## src/rtl/i2cDacPkg.sv

```systemverilog
package i2cDacPkg;
  typedef enum logic [2:0] {
    ST_IDLE,
    ST_ADDR,
    ST_CMD,
    ST_DATA,
    ST_SKIP
  } busState_t;

  // Strobes from the bus control to the register datapath
  typedef struct packed {
    logic       cmdLoad;
    logic       dataLoad;
    logic       commit;
    logic [7:0] byteVal;
  } dacStrobe_t;
endpackage

```

## src/rtl/i2cDacCtrl.sv

```systemverilog
module i2cDacCtrl
  import i2cDacPkg::*;
#(
  parameter logic [4:0] ADDR_PREFIX = 5'b01010
) (
  input  logic       clk,
  input  logic       rstN,
  input  logic       sclIn,
  input  logic       sdaIn,
  input  logic [1:0] addrStrap,
  output logic       sdaOe,
  output dacStrobe_t strb
);
  localparam int SYNC_STAGES = 2;
  localparam logic [3:0] BITS_PER_BYTE = 4'd8;

  logic [SYNC_STAGES-1:0] sclSh, sdaSh;
  logic sclP, sdaP, sclS, sdaS;
  logic startSeen, stopSeen, sclRise, sclFall, byteDone, addrOk, ackNow;
  logic [7:0] shReg;
  logic [3:0] bitCnt;
  logic ackPhase;
  busState_t state, nextState;

  always_ff @(posedge clk) begin
    if (!rstN) begin
      sclSh <= '1;
      sdaSh <= '1;
      sclP  <= 1'b1;
      sdaP  <= 1'b1;
    end else begin
      sclSh <= {sclSh[SYNC_STAGES-2:0], sclIn};
      sdaSh <= {sdaSh[SYNC_STAGES-2:0], sdaIn};
      sclP  <= sclS;
      sdaP  <= sdaS;
    end
  end

  assign sclS      = sclSh[SYNC_STAGES-1];
  assign sdaS      = sdaSh[SYNC_STAGES-1];
  assign startSeen = sclS & sclP & sdaP & ~sdaS;
  assign stopSeen  = sclS & sclP & ~sdaP & sdaS;
  assign sclRise   = sclS & ~sclP;
  assign sclFall   = ~sclS & sclP;
  assign byteDone  = sclFall & ~ackPhase & (bitCnt == BITS_PER_BYTE)
                   & (state != ST_IDLE) & (state != ST_SKIP);
  assign addrOk    = (shReg[7:3] == ADDR_PREFIX) && (shReg[2:1] == addrStrap)
                   && !shReg[0];

  always_comb begin
    ackNow    = 1'b0;
    nextState = state;
    case (state)
      ST_ADDR: begin ackNow = addrOk; nextState = addrOk ? ST_CMD : ST_SKIP; end
      ST_CMD:  begin ackNow = 1'b1;   nextState = ST_DATA; end
      ST_DATA: begin ackNow = 1'b1;   nextState = ST_CMD;  end
      default: begin ackNow = 1'b0;   nextState = state;   end
    endcase
  end

  always_ff @(posedge clk) begin
    if (!rstN) begin
      state    <= ST_IDLE;
      shReg    <= '0;
      bitCnt   <= '0;
      ackPhase <= 1'b0;
      sdaOe    <= 1'b0;
    end else if (startSeen) begin
      state    <= ST_ADDR;
      bitCnt   <= '0;
      ackPhase <= 1'b0;
      sdaOe    <= 1'b0;
    end else if (stopSeen) begin
      state    <= ST_IDLE;
      bitCnt   <= '0;
      ackPhase <= 1'b0;
      sdaOe    <= 1'b0;
    end else if (state != ST_IDLE && state != ST_SKIP) begin
      if (sclRise && !ackPhase && bitCnt != BITS_PER_BYTE) begin
        shReg  <= {shReg[6:0], sdaS};
        bitCnt <= bitCnt + 4'd1;
      end
      if (byteDone) begin
        bitCnt   <= '0;
        ackPhase <= 1'b1;
        sdaOe    <= ackNow;
        state    <= nextState;
      end else if (sclFall && ackPhase) begin
        ackPhase <= 1'b0;
        sdaOe    <= 1'b0;
      end
    end
  end

  assign strb.cmdLoad  = byteDone && (state == ST_CMD);
  assign strb.dataLoad = byteDone && (state == ST_DATA);
  assign strb.commit   = stopSeen;
  assign strb.byteVal  = shReg;
endmodule

```

## src/rtl/i2cDacRegs.sv

```systemverilog
module i2cDacRegs
  import i2cDacPkg::*;
#(
  parameter int NCH = 8,
  parameter int DW  = 8
) (
  input  logic              clk,
  input  logic              rstN,
  input  dacStrobe_t        strb,
  output logic [NCH*DW-1:0] dacCodes,
  output logic              pwrDown
);
  localparam int SELW    = $clog2(NCH);
  localparam int CLR_BIT = 4;
  localparam int PD_BIT  = 3;

  logic [SELW-1:0] chanSel;
  logic pdPend;

  always_ff @(posedge clk) begin
    if (!rstN) begin
      chanSel <= '0;
      pdPend  <= 1'b0;
      pwrDown <= 1'b0;
    end else begin
      if (strb.cmdLoad) begin
        chanSel <= strb.byteVal[SELW-1:0];
        pdPend  <= strb.byteVal[PD_BIT];
      end
      if (strb.commit) pwrDown <= pdPend;
    end
  end

  for (genvar ch = 0; ch < NCH; ch++) begin : g_chan
    logic [DW-1:0] stageReg, liveReg;
    always_ff @(posedge clk) begin
      if (!rstN) begin
        stageReg <= '0;
        liveReg  <= '0;
      end else begin
        if (strb.cmdLoad && strb.byteVal[CLR_BIT])
          stageReg <= '0;
        else if (strb.dataLoad && chanSel == SELW'(ch))
          stageReg <= strb.byteVal[DW-1:0];
        if (strb.commit) liveReg <= stageReg;
      end
    end
    assign dacCodes[ch*DW +: DW] = liveReg;
  end
endmodule

```

## src/rtl/i2cDacFront.sv

```systemverilog
module i2cDacFront
  import i2cDacPkg::*;
#(
  parameter int         NCH         = 8,
  parameter int         DW          = 8,
  parameter logic [4:0] ADDR_PREFIX = 5'b01010
) (
  input  logic              clk,
  input  logic              rstN,
  input  logic              sclIn,
  input  logic              sdaIn,
  input  logic [1:0]        addrStrap,
  output logic              sdaOe,
  output logic [NCH*DW-1:0] dacCodes,
  output logic              pwrDown
);
  dacStrobe_t strb;

  i2cDacCtrl #(.ADDR_PREFIX(ADDR_PREFIX)) u_ctrl (
    .clk(clk), .rstN(rstN), .sclIn(sclIn), .sdaIn(sdaIn),
    .addrStrap(addrStrap), .sdaOe(sdaOe), .strb(strb)
  );

  i2cDacRegs #(.NCH(NCH), .DW(DW)) u_regs (
    .clk(clk), .rstN(rstN), .strb(strb),
    .dacCodes(dacCodes), .pwrDown(pwrDown)
  );
endmodule

```

## config.mk

```make
export PLATFORM = sky130hd
export DESIGN_NAME = i2cDacFront
export DESIGN_NICKNAME = d
export VERILOG_FILES = /design/src/rtl/i2cDacPkg.sv /design/src/rtl/i2cDacCtrl.sv /design/src/rtl/i2cDacRegs.sv /design/src/rtl/i2cDacFront.sv
export SDC_FILE = /design/constraint.sdc
export NUM_CORES = 1
export LEC_CHECK = 0
export ABC_AREA = 0
export ABC_CLOCK_PERIOD_IN_PS = 6000
export BUFFER_PORTS_ARGS = -buffer_cell sky130_fd_sc_hd__buf_2
export CAP_MARGIN = 10
export CORE_ASPECT_RATIO = 0.5
export CORE_UTILIZATION = 25
export CTS_CLUSTER_SIZE = 10
export DETAILED_ROUTE_END_ITERATION = 6
export MAX_ROUTING_LAYER = met4
export PLACE_DENSITY = 0.43
export SETUP_SLACK_MARGIN = 0.05
export SYNTH_ARGS = -nofsm -noshare
export SYNTH_HDL_FRONTEND = slang
export SYNTH_SLANG_ARGS = --single-unit
export TNS_END_PERCENT = 1
```

## constraint.sdc

```tcl
create_clock -name clk -period 6 [get_ports clk]
set_clock_uncertainty 0.2 [all_clocks]
set_input_delay 0.3 -clock clk [delete_from_list [all_inputs] [get_ports clk]]
set_output_delay 0.3 -clock clk [all_outputs]
set_load 0.005 [all_outputs]
```

# Yosys cells after proc, flatten, opt, wreduce, memory -nomap -nowiden
# Cells that the tools add are included.
# W data, S select, Z words.
# op_classes
bitwise_logic	19
addsub	1
reduce_logical	35
muxes	12
n_eq_ne	15
# ops
cell	count
$logic_and A1 B1 Y1	17
$eq A3 B2 Y1 const B	4
$eq A3 B3 Y1 const B	4
$reduce_bool A3 Y1	4
$and A1 B1 Y1	11
$pmux W3 S3	1
$mux W4	2
$not A1 Y1	8
$mux W1	7
$eq A3 B1 Y1 const B	2
$reduce_and A3 Y1	2
$eq A5 B4 Y1 const B	1
$reduce_bool A5 Y1	1
$add A4 B1 Y4 const B	1
$eq A4 B4 Y1 const B	1
$ne A4 B4 Y1 const B	1
$reduce_and A2 Y1	2
$reduce_and A4 Y1	1
$reduce_bool A2 Y1	2
$reduce_or A2 Y1	2
$logic_not A3 Y1	1
$mux W3	1
$ne A3 B3 Y1 const B	1
$reduce_or A3 Y1	1
3 further kinds	4
# totals
word_cells	111
reg_bits	156
out_inout_bits	66
in_bits	6

# Logic depth before layout (Yosys ltp)
# Gate-level depths: netlist of run 1.
# depth
ltp_word	10
ltp_mapped	8
mapped_depth_nobuf	6

# Hierarchy
# Synthesis of run 1 repeated with hierarchy kept, for this count alone.
# unflattened
hier_cells	556
hier_area_um2	5870.6
# by_module_without_submodules
mod	area_per_inst_um2	cells_each	n_inst	seq_area_each_um2
i2cDacRegs	4894.7	454	1	2662.6
i2cDacCtrl	975.9	102	1	460.4

# Worst setup path after synthesis of run 1
# No wires, ideal clock.
# synth_path
path_type	reg2reg
start	reg u_ctrl.bitCnt[0]
end	reg u_ctrl.bitCnt[3]
path_buffers	2
path_stages_with_launch	9
setup_time_ns	0.070
arrival_ns	2.043
required_time_ns	5.730
path_slack_ns	3.687
synth_period_minus_slack_ns	2.313
path_cell_list	dfxtp_1 > inv_1 > ha_1 > and3b_1 > clkbuf_1 > or4_1 > buf_2 > or3_1 > a21oi_1
# synth_via
elab_chain_len	6
word_cells_on_any_way	11
cone_classes	add/sub (1); eq/ne (2); mux (2); bitwise (3); reduce/logical (3)
# synth_lines
item	line	rtl
start, declared	i2cDacCtrl.sv:21	logic [3:0] bitCnt;
start signal, assigned	i2cDacCtrl.sv:81	bitCnt <= bitCnt + 4'd1;
$eq A4 B4 Y1	i2cDacCtrl.sv:45	assign byteDone = sclFall & ~ackPhase & (bitCnt == BITS_PER_BYTE)
$and A1 B1 Y1	i2cDacCtrl.sv:45	
$and A1 B1 Y1 (2 in series)	i2cDacCtrl.sv:46	& (state != ST_IDLE) & (state != ST_SKIP);
$reduce_bool A2 Y1 (no source line)	--	
$reduce_and A2 Y1 (no source line)	--	
# Parallel ways exist; a longest one is shown, timed or not. The select of a mux whose other input is x is not followed.
# A chain may end at the register's enable or synchronous reset.

# Final worst setup path of run 1
# layout_path
start	reg u_ctrl.bitCnt[0]
end	reg u_regs.g_chan[6].stageReg[2]
# layout_via
elab_chain_len	7
word_cells_on_any_way	9
cone_classes	eq/ne (1); bitwise (3); reduce/logical (5)
# layout_lines
item	line	rtl
$eq A4 B4 Y1 (*)	i2cDacCtrl.sv:45	
$and A1 B1 Y1 (*)	i2cDacCtrl.sv:45	
$and A1 B1 Y1 (*) (2 in series)	i2cDacCtrl.sv:46	
$logic_and A1 B1 Y1	i2cDacCtrl.sv:95	assign strb.cmdLoad = byteDone && (state == ST_CMD);
$logic_and A1 B1 Y1	i2cDacRegs.sv:41	if (strb.cmdLoad && strb.byteVal[CLR_BIT])
$reduce_or A2 Y1 (no source line)	--	
end signal, assigned	i2cDacRegs.sv:44	stageReg <= strb.byteVal[DW-1:0];
end, declared	i2cDacRegs.sv:35	logic [DW-1:0] stageReg, liveReg;
# Mark *: on every way between the ends. The rest lies on a longest branch, timed or not.

==> results by group, run 1 <==
Worst hold path
  • Type of the worst min-delay path: in2reg

Clock network
  • Clock tree from TritonCTS: yes
  • Insertion delay to the later sink of the worst-skew pair: 420 ps
  • Root Buffer Master: sky130_fd_sc_hd__clkbuf_16
  • Clock-pin slew of the registers on the worst-case setup and hold paths: 60 ps
  • Total CTS buffers: 17
  • Buffers from clock root to sink, at most: 2
  • Post-CTS Hold Buffers: 2
  • Sinks on the clock net: 156
  • Postcts setup bufs: 0
  • Count of H-tree levels built during CTS: 4
  • Post_cts resized: 0

Detailed routing
  • Total via count after detailed routing: 4,316
  • Final ANT Viol Nets: 0
  • Via/cell ratio: 4.30
  • Starting DRT DRC Count: 254
  • DRC violation count after routing: 0
  • Drt wl/cell: 14.8 um
  • Total wire length: 14,900 um
  • TritonRoute pass-1 iters: 4

Cells and area
  • Growth of design area from synthesis to finish: 20.3%
  • Number of nets at the end of the flow: 692
  • Number of antenna cells inserted: 0
  • Layout cells sized above 1: 16.5%

Yosys
  • Post-synthesis adder-cell area fraction: 0.417%
  • Part of the Yosys area used for sequential elements: 52.1%
  • Flops & latches, synth: 156
  • Simple-gate portion of the synthesized area: 21.0%
  • Post-synthesis instance area: 6000 um^2
  • Mean cell area of the mapped netlist: 9.49 um^2
  • Asr flop ratio synth: 0%
  • Share of cell area taken by muxes after synthesis: 12.8%
  • Synth Warn #: 0
  • Top flip-flop cell by instance count after synthesis: sky130_fd_sc_hd__dfxtp_1
  • Largest family of logic cells by synthesized area: simple AND/OR/NAND/NOR gates
  • Cells after Synth: 632
  • Number of flops mapped to enable cells by yosys: 0
  • Xor-xnor portion of the synthesized cell area: 0.584%
  • Syn nets: 640
  • Cell variety after synth: 41
  • Synth Area in Compound Gates: 9.82%

Setup path
  • Kind of start point of the critical path: register
  • Critical path arrival: 2600 ps
  • Endpoint kind of the worst setup timing path: register
  • Kind of critical path: reg2reg
  • Worst Path Required: 6080 ps
  • Max FO, Critical Path: 64

Timing
  • Setup TNS: 0 ps
  • Setup repair after global routing missed its margin: false
  • Slew at the pin closest to its max-slew limit: 822 ps
  • Post-route clock period utilization: 42.0%
  • Fin. max-slew vios: 0
  • Endpoints failing hold: 0
  • Max Clock Freq: 397 MHz
  • Final Setup Violations: 0
  • Shortest clock period the worst path allows after layout: 2520 ps
  • Worst Hold Margin: 145 ps
  • Relative slew slack: 45.1%

Power
  • LEAKAGE: 2.84 nW
  • Areal power density over the cells: 300 nW/um^2
  • Maximum ir drop on the vdd rail: 0.160 mV

Status
  • Run status: finished clean

Floorplanning
  • Core Footprint: 23,200 um^2
  • Boundary pin count: 72
  • Area of the die: 24,700 um^2
  • Number of core rows: 39
  • Die outline height: 112 um
  • Chip width: 221 um
  • Starting density of the core: 25.9%

Placed design
  • Detailed-placement wirelength estimate: 9270 um
  • Input/output buffers: 71
  • Final RePlAce weighted congestion: 0.687

Global route
  • Pin count of the biggest net entering global routing: 87
  • Final global-route overflow total: 0
  • Number of antenna violations at the first check in global routing: 0
  • Vias in the first global route: 4,266
  • Wire length of the first global-routing pass: 23,700 um
  • Total routing resource utilization after global routing: 12.8%

Job
  • Max-cap violations: 0
## state kept, by name (all words and copies together), names as in the netlist, 2 cells and up
name,cells
u_regs.g_chan.liveReg,64
u_regs.g_chan.stageReg,64
u_ctrl.shReg,8
u_ctrl.bitCnt,4
u_ctrl.state,3
u_regs.chanSel,3
u_ctrl.sclSh,2
u_ctrl.sdaSh,2
## worst max-delay path, cell delays in order, from the launching register on
cell,delay [ps]
sky130_fd_sc_hd__dfxtp_1,340
sky130_fd_sc_hd__inv_1,60
sky130_fd_sc_hd__ha_1,190
sky130_fd_sc_hd__and4bb_2,270
sky130_fd_sc_hd__nand4_1,350
sky130_fd_sc_hd__o21ai_4,230
sky130_fd_sc_hd__buf_4,580
sky130_fd_sc_hd__nor2_1,120
## layer usage
layer	share of wire, %	track usage (%)	up-vias
met5	0	-	-
met4	0.77	4.48	0
met3	2.9	3.01	8
met2	44	19.1	39
met1	52	16.9	2056
li1	-	-	2213
## Yosys cell counts (2+ instances only)
cell type	n	area share, %
sky130_fd_sc_hd__a21boi_0	65	8.1
sky130_fd_sc_hd__a21oi_1	5	0.42
sky130_fd_sc_hd__a41oi_1	2	0.29
sky130_fd_sc_hd__buf_2	7	0.58
sky130_fd_sc_hd__clkbuf_1	36	2.3
sky130_fd_sc_hd__dfxtp_1	156	52
sky130_fd_sc_hd__ha_1	2	0.42
sky130_fd_sc_hd__inv_1	5	0.31
sky130_fd_sc_hd__mux2i_1	77	13
sky130_fd_sc_hd__nand2_1	132	8.3
sky130_fd_sc_hd__nand2b_1	10	1.0
sky130_fd_sc_hd__nand3_1	2	0.17
sky130_fd_sc_hd__nand4_1	6	0.63
sky130_fd_sc_hd__nand4b_1	2	0.29
sky130_fd_sc_hd__nand4bb_1	3	0.56
sky130_fd_sc_hd__nor2_1	69	4.3
sky130_fd_sc_hd__nor2b_1	13	1.4
sky130_fd_sc_hd__nor3b_1	2	0.25
sky130_fd_sc_hd__nor4_4	4	1.4
sky130_fd_sc_hd__nor4bb_1	3	0.50
sky130_fd_sc_hd__o21ai_0	5	0.42
sky130_fd_sc_hd__or3_1	4	0.42
sky130_fd_sc_hd__xnor2_1	4	0.58
## per-stage QoR
stage               utilization [%]  setup slack (ps)  instances  instance area [um^2]  total power (W)
finish                         31.1              3480       1004                  7220          0.00217
global route                   31.1              3290       1004                  7220          0.00225
CTS                            31.1              3450       1004                  7220          0.00220
detailed placement             28.5              3480        970                  6610          0.00111
global placement               28.5              3540        970                  6610          0.00111
floorplan                         -              3690        632                  6000          0.00109
## cells by family after synthesis
group | count (synthesis)
buf+inv | 50
simple gates | 262
flops | 156
fa+ha+maj | 2
mux | 77
compound gates | 81
xor+xnor | 4
## worst paths after layout
check / end / cells after the start / slack, ps / from
max: u_regs.g_chan[6].stageReg[2]$_SDFFE_PP0P_ / 7 / 3480 / u_ctrl.bitCnt[0]$_SDFFE_PP0P_
min: u_ctrl.state[1]$_SDFFE_PP0P_ / 5 / 140 / addrStrap[0]
max reg2reg: u_regs.g_chan[6].stageReg[2]$_SDFFE_PP0P_ / 7 / 3480 / u_ctrl.bitCnt[0]$_SDFFE_PP0P_
min reg2reg: u_ctrl.sdaSh[1]$_SDFF_PN1_ / 1 / 210 / u_ctrl.sdaSh[0]$_SDFF_PN1_
## final cells by class
type                            count  area (um^2)
Tap cell                          307          384
Fill cell                        2398        16000
Sequential cell                   156         3120
Multi-Input combinational cell    426         2690
Clock inverter                      9          111
Timing Repair Buffer               78          413
Inverter                            5         18.8
Clock buffer                       23          478
## cell usage in the layout, fill, tap and decap left out, types with 2 or more instances in the layout
cell type                       count
sky130_fd_sc_hd__clkinvlp_4         2
sky130_fd_sc_hd__nor2_1            69
sky130_fd_sc_hd__ha_1               2
sky130_fd_sc_hd__dlygate4sd3_1      2
sky130_fd_sc_hd__nand4b_1           2
sky130_fd_sc_hd__clkbuf_16         17
sky130_fd_sc_hd__buf_2             71
sky130_fd_sc_hd__nor4bb_1           3
sky130_fd_sc_hd__nand3_1            2
sky130_fd_sc_hd__nand2b_1          10
sky130_fd_sc_hd__nand2_1          132
sky130_fd_sc_hd__a21oi_1            5
sky130_fd_sc_hd__bufinv_16          2
sky130_fd_sc_hd__inv_1              5
sky130_fd_sc_hd__o21ai_0            5
sky130_fd_sc_hd__nor2b_1           13
sky130_fd_sc_hd__nand4_1            6
sky130_fd_sc_hd__buf_4              5
sky130_fd_sc_hd__clkbuf_8           3
sky130_fd_sc_hd__nor4_4             4
sky130_fd_sc_hd__a21boi_0          65
sky130_fd_sc_hd__clkinv_2           2
sky130_fd_sc_hd__or3_1              4
sky130_fd_sc_hd__clkinv_4           2
sky130_fd_sc_hd__nand4bb_1          3
sky130_fd_sc_hd__dfxtp_1          156
sky130_fd_sc_hd__a41oi_1            2
sky130_fd_sc_hd__clkbuf_1           3
sky130_fd_sc_hd__mux2i_1           77
sky130_fd_sc_hd__xnor2_1            4
## where the power goes
| part | internal [W] | switching [W] |
|---|---|---|
| Sequential | 0.00104 | 0.00000317 |
| Combinational | 0.0000147 | 0.0000269 |
| Clock | 0.000648 | 0.000436 |
| Total | 0.00170 | 0.000466 |
(Power assumes the default switching activity.)
==> inputs of run 2 (changes only) <==
ABC_AREA = 1   (was 0)
ABC_CLOCK_PERIOD_IN_PS = 2200   (was 6000)
PLACE_DENSITY = 0.44   (was 0.43)
clock period = 2.2 ns   (was 6 ns; I/O delays follow)
==> run 2 against run 1 <==
Compared with the run above:
- the run now ends with design-rule violations left
- die area down 1.2%
- register-to-register slack worse by 3200 ps
- clock-buffer cell count down 6
- worst hold slack worse by 120 ps
- clock power rose to 2.9 times the previous value
- critical path depth up 3
- critical endpoint is now u_regs.chanSel[1]$_SDFFE_PN0P_
==> results by group, run 2 <==
Setup path
  • Most frequent CP cell: sky130_fd_sc_hd__nand2_1
  • R2r worst-path depth: 10
  • Worst Path Required: 2310 ps
  • Endpoint kind of the worst setup timing path: register
  • Standard cell with the maximum stage delay on the critical path: sky130_fd_sc_hd__dfxtp_1
  • Critical path arrival: 2010 ps
  • Largest stage delay, worst path: 340 ps
  • Max FO, Critical Path: 28
  • Kind of start point of the critical path: register
  • Cells traversed along the worst timing path: inv_1 > ha_1 > nand2_2 > nor2_2 > nand2_1 > nor2_4 > buf_6 > nand2_1 > nand2_1 > a21oi_1
  • Kind of critical path: reg2reg

Clock network
  • Clock tree from TritonCTS: yes
  • Buffers from clock root to sink, at most: 2
  • Clock-pin slew of the registers on the worst-case setup and hold paths: 70 ps
  • Insertion delay to the later sink of the worst-skew pair: 430 ps
  • Total CTS buffers: 17
  • Count of H-tree levels built during CTS: 4
  • Root Buffer Master: sky130_fd_sc_hd__clkbuf_16
  • Postcts setup bufs: 0
  • Sinks on the clock net: 156

Cells and area
  • Largest registers: u_regs.g_chan.liveReg (64), u_regs.g_chan.stageReg (64), u_ctrl.shReg (8)
  • Number of nets at the end of the flow: 838
  • Number of antenna cells inserted: 0
  • Most common cell after layout, fill and taps aside: sky130_fd_sc_hd__dfxtp_1
  • Growth of design area from synthesis to finish: 25.1%
  • Layout cells sized above 1: 19.7%
  • Summed area of non-filler cells in the final layout: 7410 um^2
  • Fillers: 2,476
  • Highest-count cells in the layout ignoring fill and taps: sky130_fd_sc_hd__dfxtp_1 (156), sky130_fd_sc_hd__nor2_1 (153), sky130_fd_sc_hd__nand2_1 (95)

Power
  • LEAKAGE: 3.14 nW
  • Areal power density over the cells: 838 nW/um^2
  • Logic gate share of total power: 3.2%
  • Sw Share: 23.3%
  • Reported net switching power: 0.00145 W
  • Seq pwr share: 46.4%
  • Part of the power in the clock network: 50.4%
  • Total internal power: 0.00477 W
  • Maximum ir drop on the vdd rail: 0.407 mV

Global route
  • Total routing resource utilization after global routing: 14.6%
  • Number of antenna violations at the first check in global routing: 0
  • Vias in the first global route: 5,200
  • Wire length of the first global-routing pass: 27,300 um
  • Final global-route overflow total: 0
  • Pin count of the biggest net entering global routing: 45

Yosys
  • Cell variety after synth: 25
  • Cell with the most instances after synthesis: sky130_fd_sc_hd__dfxtp_1
  • Asr flop ratio synth: 0%
  • Syn nets: 759
  • Post-synth top area cell: sky130_fd_sc_hd__dfxtp_1
  • Part of the Yosys area used for sequential elements: 52.7%
  • Top flip-flop cell by instance count after synthesis: sky130_fd_sc_hd__dfxtp_1
  • Post-synthesis instance area: 5930 um^2
  • Mean cell area of the mapped netlist: 7.89 um^2
  • Synth Warn #: 0
  • Share of Yosys cell area claimed by the top area cell type: 52.7%
  • Flops & latches, synth: 156
  • Number of flops mapped to enable cells by yosys: 0
  • Cells after Synth: 751
  • Leading post-synthesis cells by cell area: sky130_fd_sc_hd__dfxtp_1 (53%), sky130_fd_sc_hd__nor2_1 (9.7%), sky130_fd_sc_hd__nand4_1 (7.6%), sky130_fd_sc_hd__a21oi_1 (6.8%), sky130_fd_sc_hd__o21ai_0 (6.2%)
  • Top cells by instance count after synthesis: sky130_fd_sc_hd__dfxtp_1 (156), sky130_fd_sc_hd__nor2_1 (153), sky130_fd_sc_hd__nand2_1 (95), sky130_fd_sc_hd__a21oi_1 (80), sky130_fd_sc_hd__o21ai_0 (74)

Floorplanning
  • Chip width: 220 um
  • Area of the die: 24,400 um^2
  • Die outline height: 111 um
  • Starting density of the core: 25.7%
  • Core Footprint: 23,000 um^2
  • Boundary pin count: 72
  • Number of core rows: 39

Placed design
  • Detailed-placement wirelength estimate: 10,600 um
  • Final RePlAce weighted congestion: 0.769
  • Input/output buffers: 71
  • Dpl cell area: 6760 um^2

Detailed routing
  • Drt wl/cell: 14.1 um
  • TritonRoute pass-1 iters: 7
  • Total via count after detailed routing: 5,258
  • Final ANT Viol Nets: 0
  • Starting DRT DRC Count: 316
  • Via/cell ratio: 4.57
  • Total wire length: 16,200 um
  • DRC violation count after routing: 6

Timing
  • Fin. max-slew vios: 0
  • Post-route clock period utilization: 86.6%
  • Final Setup Violations: 0
  • Endpoints failing hold: 0
  • Slew at the pin closest to its max-slew limit: 681 ps
  • Max Clock Freq: 525 MHz
  • Setup TNS: 0 ps
  • Setup repair after global routing missed its margin: false
  • Relative slew slack: 54.6%
  • Shortest clock period the worst path allows after layout: 1910 ps

Worst hold path
  • Min-Delay Path Depth: 6
  • Type of the worst min-delay path: in2reg

Job
  • Max-cap violations: 0

Status
  • Failing checks: design-rule violations
  • Run status: complete, but fails checks
run 2: path summary, 6_finish.rpt:
| path | startpoint | endpoint | slack [ps] |
|---|---|---|---|
| worst max-delay path | u_ctrl.bitCnt[0]$_SDFFE_PP0P_ | u_regs.chanSel[1]$_SDFFE_PN0P_ | 290 |
| worst min-delay path | addrStrap[0] | u_ctrl.state[2]$_SDFFE_PP0P_ | 30 |
| worst max register to register | u_ctrl.bitCnt[0]$_SDFFE_PP0P_ | u_regs.chanSel[1]$_SDFFE_PN0P_ | 290 |
| worst min register to register | u_ctrl.sclSh[0]$_SDFF_PN1_ | u_ctrl.sclSh[1]$_SDFF_PN1_ | 220 |
run 2: cell families (layout without fill, tap and decap cells):
kind of cell               Yosys count  in the layout  share of synthesized area, %
buffers and inverters               77            169                          6.06
DFF                                156            156                          52.7
AOI/OAI and AO/OA                  155            155                          13.1
adders and majority gates            2              2                         0.422
xor gates and xnor gates             2              2                         0.296
and+or+nand+nor                    359            359                          27.4
run 2: critical path: cells and delay by family, from the launching register on:
family | cells | cell delay (ps)
AO/OA/AOI/OAI | 1 | 70
adder cells (fa/ha/maj) | 1 | 160
buffers and inverters | 2 | 320
flip-flops | 1 | 340
AND/OR/NAND/NOR | 6 | 700
run 2: power groups by stage:
| stage | clock network, W | logic [W] | registers, W |
|---|---|---|---|
| global placement | 0 | 0.000194 | 0.00295 |
| CTS | 0.00320 | 0.000200 | 0.00289 |
| global route | 0.00333 | 0.000222 | 0.00289 |
| detailed placement | 0 | 0.000195 | 0.00295 |
| finish | 0.00313 | 0.000196 | 0.00289 |
| floorplan | 0 | 0.000107 | 0.00295 |
run 2: timing repair:
item / CTS / global route
setup endpoints to repair: 0 / 2
hold buffers: 3 / 0
hold endpoints to repair: 8 / 0
gates resized for setup: 0 / 1
run 2: layout make-up:
cell class / instances / area, um^2 / share of cell area (%)
clock inverters: 15 / 196 / 2.65
flip-flops and latches: 156 / 3120 / 42.1
multi-input cells: 518 / 2450 / 33.0
inverters: 24 / 90.1 / 1.22
clock buffers: 17 / 425 / 5.74
well taps: 307 / 384 / 5.18
repair buffers: 113 / 744 / 10.0
run 2: stage by stage:
stage | util (%) | setup slack, ps | total power [W] | hold WS, ps | instances
2_1_floorplan | - | 508 | 0.00306 | 16.6 | 751
3_3_place_gp | 29.3 | 289 | 0.00314 | 112 | 1115
3_5_place_dp | 29.3 | 218 | 0.00315 | 97.2 | 1115
4_1_cts | 32.2 | 202 | 0.00629 | 20.6 | 1150
5_1_grt | 32.2 | 116 | 0.00645 | 92.5 | 1150
6_report | 32.2 | 294 | 0.00622 | 29.1 | 1150
run 2: per-layer routing:
layer / wire length (um) / share of wire [%] / track usage (%) / vias up
li1: - / - / - / 2699
met1: 8580 / 53 / 20.2 / 2484
met2: 6940 / 43 / 21.2 / 63
met3: 499 / 3.1 / 2.91 / 12
met4: 166 / 1.0 / 4.69 / 0
met5: 0 / 0 / - / -
